[config.mk]
export PLATFORM = sky130hd
export DESIGN_NAME = ts_chan_mapper
export DESIGN_NICKNAME = d
export VERILOG_FILES = /design/src/rtl/ts_chan_mapper.sv
export SDC_FILE = /design/constraint.sdc
export NUM_CORES = 1
export LEC_CHECK = 0
export BUFFER_PORTS_ARGS = -buffer_cell sky130_fd_sc_hd__buf_2
export CORE_MARGIN = 2
export CORE_UTILIZATION = 33
export DETAILED_ROUTE_END_ITERATION = 10
export GPL_TIMING_DRIVEN = 0
export PLACE_DENSITY_LB_ADDON = 0.1
export SETUP_SLACK_MARGIN = 0.15
export SYNTH_ARGS = -nofsm -noshare
export SYNTH_HDL_FRONTEND = slang
export SYNTH_SLANG_ARGS = --single-unit
[constraint.sdc]
create_clock -name clk -period 11.8 [get_ports clk]
set_clock_uncertainty 0.1 [all_clocks]
set_input_delay 1.77 -clock clk [delete_from_list [all_inputs] [get_ports clk]]
set_output_delay 1.77 -clock clk [all_outputs]
set_load 0.01 [all_outputs]
[src/rtl/ts_chan_mapper.sv]
module ts_chan_mapper #(
  parameter int CHAN_W   = 7,
  parameter int SLOTS    = 32,
  parameter int T1_SLOTS = 24
) (
  input  logic                     clk,
  input  logic                     rst_n,
  input  logic                     bit_en,
  input  logic                     frame_start,
  input  logic                     line_bit,
  input  logic                     e1_mode,
  input  logic                     cfg_we,
  input  logic [$clog2(SLOTS)-1:0] cfg_slot,
  input  logic                     cfg_assign,
  input  logic                     cfg_56k,
  input  logic [CHAN_W-1:0]        cfg_chan,
  output logic                     out_valid,
  output logic                     out_bit,
  output logic                     out_octet_start,
  output logic [CHAN_W-1:0]        out_chan
);
  localparam int SLOT_W = $clog2(SLOTS);
  localparam int POS_W  = SLOT_W + 4;
  localparam int ENT_W  = CHAN_W + 2;
  localparam logic [POS_W-1:0] E1_END = POS_W'(SLOTS * 8);
  localparam logic [POS_W-1:0] T1_END = POS_W'(T1_SLOTS * 8 + 1);

  logic [ENT_W-1:0] shadow_q [SLOTS];
  logic [ENT_W-1:0] active_q [SLOTS];
  logic [POS_W-1:0] pos_q;
  logic             e1_q;

  wire              fs    = bit_en & frame_start;
  wire [POS_W-1:0]  pos   = fs ? '0 : pos_q;
  wire              e1    = fs ? e1_mode : e1_q;
  wire [POS_W-2:0]  tpos  = pos[POS_W-2:0] - 1'b1;
  wire [SLOT_W-1:0] slot  = e1 ? pos[SLOT_W+2:3] : tpos[SLOT_W+2:3] + 1'b1;
  wire [2:0]        bitn  = e1 ? pos[2:0] : tpos[2:0];
  wire              in_fr = e1 ? (pos < E1_END && slot != '0)
                               : (pos != '0 && pos < T1_END);
  wire [ENT_W-1:0]  ent   = active_q[slot];
  wire              hit   = bit_en & in_fr & ent[ENT_W-1]
                            & ~(ent[ENT_W-2] & (bitn == 3'd7));

  always_ff @(posedge clk) begin
    if (!rst_n) begin
      pos_q           <= '1;
      e1_q            <= 1'b0;
      out_valid       <= 1'b0;
      out_bit         <= 1'b0;
      out_octet_start <= 1'b0;
      out_chan        <= '0;
      for (int i = 0; i < SLOTS; i++) begin
        shadow_q[i] <= '0;
        active_q[i] <= '0;
      end
    end else begin
      if (bit_en) begin
        pos_q <= (pos == '1) ? pos : pos + 1'b1;
        if (fs) e1_q <= e1_mode;
      end
      if (fs)
        for (int i = 0; i < SLOTS; i++) active_q[i] <= shadow_q[i];
      if (cfg_we) shadow_q[cfg_slot] <= {cfg_assign, cfg_56k, cfg_chan};
      out_valid       <= hit;
      out_bit         <= line_bit;
      out_octet_start <= hit & (bitn == 3'd0);
      out_chan        <= hit ? ent[CHAN_W-1:0] : '0;
    end
  end
endmodule

==> results of run 1 <==
cell usage after synthesis (2+ instances only):
cell type	count
a211oi_1	6
a21oi_1	5
a221oi_1	5
a22o_1	2
a22oi_1	21
a311oi_1	17
a31oi_1	35
a32oi_1	4
and2_1	581
and3_1	37
buf_1	9
buf_2	16
clkbuf_1	101
dfxtp_1	20
edfxtp_1	576
ha_1	2
inv_1	3
mux2i_1	12
mux4_2	14
nand2_1	228
nand2b_1	4
nand3_1	56
nand3b_1	3
nand4_1	4
nand4b_1	3
nor2_1	52
nor2b_1	3
nor3_1	10
nor4_1	3
o211ai_1	5
o21ai_0	45
o21ai_1	2
or2_2	2
or3_1	4
xnor2_1	6
xor2_1	2
final cells by class:
class / instances / area, µm²
well taps: 1030 / 1290
clock inverters: 42 / 412
multi-input cells: 1194 / 7130
fillers: 7199 / 46700
plain buffers: 127 / 504
flip-flops and latches: 596 / 17700
repair buffers: 51 / 380
clock buffers: 81 / 1810
inverters: 3 / 11.3
worst max-delay path: cells and delay by family:
family | cells | cell delay, ps
AND/OR/NAND/NOR | 4 | 750
adder cells (fa/ha/maj) | 1 | 340
AO/OA/AOI/OAI | 4 | 2180
multiplexers | 1 | 90
buffers and inverters | 6 | 2390
report_power, final:
part | total, mW | internal (mW) | switching, mW
Combinational | 0.707 | 0.182 | 0.525
Sequential | 2.49 | 2.45 | 0.0380
Clock | 2.14 | 1.27 | 0.862
Total | 5.34 | 3.91 | 1.43
final timing paths:
check | endpoint | depth (start not counted)
worst max register to register | out_chan[5] | 17
worst min-delay path | active_q[4][7] | 1
worst max-delay path | out_chan[5] | 16
worst min register to register | active_q[4][7] | 1
layer usage:
metal  vias up  track usage (%)  share of wire, %
met5         -                0             0.021
met4         2             5.91               2.5
met3       110             2.64               5.8
met2       510             29.1                44
met1      7712             28.6                48
li1       7045                -                 -
cell families after synthesis:
logic type,synth area share (%)
fa+ha+maj,0.0988
mux,1.76
simple gates,21.7
buf+inv,2.03
compound gates,4.32
flops,69.9
xor+xnor,0.277
state kept, by name, indices dropped and copies added, names as in the netlist:
signal,cells
e1_q,1
out_chan,7
active_q,288
shadow_q,288
pos_q,9
out_bit,1
out_octet_start,1
out_valid,1
==> results.cfg, run 1 <==
[run_status]
status = completed

[synth]
ys_ff_latch = 596
synthArstFlopShare_pct = 0
yosysUniqueCellTypes = 58
netlist_top_cells_area = edfxtp_1 68%, and2_1 14%, nand2_1 3.4%
netlist_area_um2 = 25300
synth_area_leader_cell = edfxtp_1
yosysWarnings = 0
ys.flop_type = edfxtp_1
synth_cells = 1920
yosysSeqAreaShare_pct = 69.9
synth_edf_count = 576
synth_top_cell_area_share_pct = 68.3
avgSynthCellArea_um2 = 13.2
synth.net_count = 1943

[sta]
slew_headroom_pct = 9.64
slew_viol_final = 0
rsz0062_at_grt = no
hold_violations = 0
timing.fmax_ghz = 0.140
worst_pin_slew_ps = 1340
fin_crit_sh_pct = 60.4
whs_ps = 411
worst_slack_ps = 4670
setup_viol = 0
fin_setup_tns_ps = 0
fin_crit_ps = 7130

[worst_setup_path]
cp-startpoint = bit_en
crit_top_cell = buf_2
crit_required_ps = 12220
crit_type = in2reg
slowest_stage = a311oi_1
worstSetupEndpointType = flop
path_cells = buf_2 > nand2_1 > clkbuf_1 > nand3_1 > ha_1 > mux2i_1 > o21ai_1 > buf_2 > buf_2 > buf_2 > clkbuf_1 > nand2_1 > a311oi_1 > a31oi_1 > a22oi_1 > and3_1
r2r_slack_ps = 5440
cp_slowest_stage_delay_ps = 870
critPathMaxFanout = 10
critPathArrivalTime_ps = 7560
setup.worst_path.start_class = input pin
r2r_start = pos_q[1]

[floorplan]
initial_core_util_pct = 33.4
die_h_um = 281
io_pins = 31
die_w_um = 281
dieArea_um2 = 79000
std_cell_rows = 101
core_um2 = 75900

[grt]
grt_max_degree = 70
antenna_found_initial = 12
grt_pass1_vias = 15045
grt_pass1_wl_mm = 107
track_usage_pct = 19.3
grt_overflow = 0

[routing]
vias = 15379
drc = 0
detail_route.wl_per_cell_um = 24.1
ant_nets = 0
via_per_inst = 4.92
drtIter0Drc = 1347
drt_first_pass_iters = 7
routed_wl_mm = 75.3

[layout]
antennaDiodeCount = 0
finalInstanceArea_um2 = 29200
fin_cells = 3124
mostFrequentLayoutCells = 581 x and2_1, 576 x edfxtp_1, 227 x nand2_1
final_common_cell = and2_1
nets = 2064
area_growth_pct = 15.4
layout-drive-gt1-share_pct = 9.12
postLayoutCoreUtil_pct = 38.5

[clocking]
hold_buffers = 0
cts_max_level = 3
clkTransAtPathRegs_ps = 60
cts_resized = 0
cts_buffers = 68
cts.sinks = 596
cts_tree = built
post_cts_buffers = 0
cts-root-buf = clkbuf_16
insertion_delay_ps = 600
clk_path_buf_depth = 3

[power_and_ir_drop]
p_total_mw = 5.34
p_leak_nw = 10.5
ir_drop_mv = 0.0953
powerDensity_nw_per_um2 = 182

[placement]
pre_cts_ws_ps = 4190
placed_cells = 2998
hpwl_mm = 52.2
place.port_buffers = 30
place_area_um2 = 27000
routabilityCongestion = 0.905

[flow_run]
drv_cap = 0

[min_path]
min_from = shadow_q[4][7]
worstHoldPathType = reg2reg
(Power assumes the default switching activity.)
==> inputs of run 2 (changes only) <==
Clock period 11.8 ns to 6.6 ns, I/O delays scaled along.
==> run 2 against run 1 <==
Non-clock buffer count stayed put. Sequential share of layout area is 0.11 points lower. Sequential power is 79% higher. Clock power is 83% higher. Clock-buffer cell count is 10 higher.
==> results.cfg, run 2 (synthesis results as in run 1) <==
[placement]
placed_cells = 2998
routabilityCongestion = 0.894
place_area_um2 = 27000
place.port_buffers = 30
hpwl_mm = 51.7
pre_cts_ws_ps = -349

[floorplan]
initial_core_util_pct = 33.4
io_pins = 31
std_cell_rows = 101
die_h_um = 281
dieArea_um2 = 79000
core_um2 = 75900
die_w_um = 281

[routing]
vias = 15252
m1WireLength_mm = 35.3
routed_wl_mm = 74.4
drt_first_pass_iters = 5
route.met3.wl_mm = 4.43
drc = 0
drtIter0Drc = 1403
top_layer = met5
via_per_inst = 4.88
detailroute.wirelength.met2_mm = 33.3
ant_nets = 0
detail_route.wl_per_cell_um = 23.8

[layout]
seqCellArea_um2 = 17700
multiInputGateArea_um2 = 7160
postLayoutCoreUtil_pct = 38.6
layout-drive-gt1-share_pct = 9.17
nets = 2065
reg_top3 = active_q: 288 flops, shadow_q: 288 flops, pos_q: 9 flops
mostFrequentLayoutCells = 581 x and2_1, 576 x edfxtp_1, 227 x nand2_1
final_common_cell = and2_1
fillCellCount = 7195
area_growth_pct = 15.6
finalInstanceArea_um2 = 29300
fin_cells = 3127

[power_and_ir_drop]
p_leak_nw = 10.5
powerDensity_nw_per_um2 = 329
p_total_mw = 9.64
ir_drop_mv = 0.171

[clocking]
cts-root-buf = clkbuf_16
cts_buffers = 69
cts_max_level = 3
clkTransAtPathRegs_ps = 60
hold_buffers = 0
insertion_delay_ps = 610
clk_path_buf_depth = 3
cts.sinks = 596
cts_tree = built

[sta]
rsz0062_at_grt = no
fin_crit_ps = 6300
hold_violations = 0
worst_slack_ps = 295
worst_pin_slew_ps = 1350
fin_setup_tns_ps = 0
fin_crit_sh_pct = 95.5
whs_ps = 402
setup_viol = 0
timing.fmax_ghz = 0.159
slew_viol_final = 0
slew_headroom_pct = 9.17

[grt]
grt_overflow = 0
grt_pass1_vias = 15132
grt_max_degree = 113
antenna_found_initial = 10
track_usage_pct = 19.2
grt_pass1_wl_mm = 107

[worst_setup_path]
setup.worst_path.start_class = input pin
path_cells = buf_2 > nand2_1 > clkbuf_1 > nand3_1 > ha_1 > mux2i_1 > o21a_1 > buf_2 > buf_2 > buf_2 > buf_1 > clkbuf_1 > nand2_1 > a311oi_1 > a31oi_1 > a22oi_1 > and3_1
cpLargestDelayFamily = buffers and inverters
critPathArrivalTime_ps = 6720
critPathMaxFanout = 10
crit_buf_inv = 7
cp-startpoint = bit_en
crit_required_ps = 7010
cp_slowest_stage_delay_ps = 730
r2r_start = pos_q[1]
crit_type = in2reg
crit_top_cell = buf_2
slowest_stage = a311oi_1
worstSetupEndpointType = flop

[min_path]
min_from = shadow_q[6][1]
worstHoldPathType = reg2reg

[run_status]
status = completed

[flow_run]
drv_cap = 0
-- run 2: final timing paths --
kind	endpoint	slack, ps	cells past startpoint
hold reg to reg	active_q[6][1]	400	1
hold / removal	active_q[6][1]	400	1
setup reg to reg	out_chan[2]	300	18
setup / recovery	out_chan[2]	300	17
-- run 2: report_power, final --
group	switching, mW	leakage (nW)	internal [mW]	total (mW)
combinational	0.940	3.38	0.325	1.27
clock	1.55	1.12	2.37	3.92
sequential	0.0665	5.98	4.39	4.46
total	2.56	10.5	7.09	9.64
-- run 2: area by class of cell --
| type | count | share of cell area, % |
|---|---|---|
| diodes | 3 | 0.0256 |
| plain buffers | 127 | 1.72 |
| clock buffers | 91 | 6.32 |
| clock inverters | 32 | 1.49 |
| inverters | 3 | 0.0384 |
| multi-input cells | 1194 | 24.4 |
| flip-flops and latches | 596 | 60.4 |
| well taps | 1030 | 4.40 |
| repair buffers | 51 | 1.15 |
-- run 2: what timing repair did --
item / in CTS / in global routing
gates resized for setup: 0 / 3
setup buffers: 0 / 0
setup endpoints to repair: 0 / 6
-- run 2: worst register-to-register path, stage by stage (launching register included) --
cell and delay [ps]:
dfxtp_1 290, buf_2 170, or4_1 500, buf_2 180, or2_2 290, nand3_1 90
ha_1 260, mux2i_1 220, o21a_1 140, buf_2 260, buf_2 420, buf_2 390
buf_1 680, clkbuf_1 580, nand2_1 110, a311oi_1 730, a31oi_1 270, a22oi_1 270
and3_1 270
-- run 2: per-layer routing --
metal	GRT usage [%]	up-vias
li1	-	7058
met1	27.8	7613
met2	29.6	484
met3	3.33	91
met4	4.94	6
met5	0	-
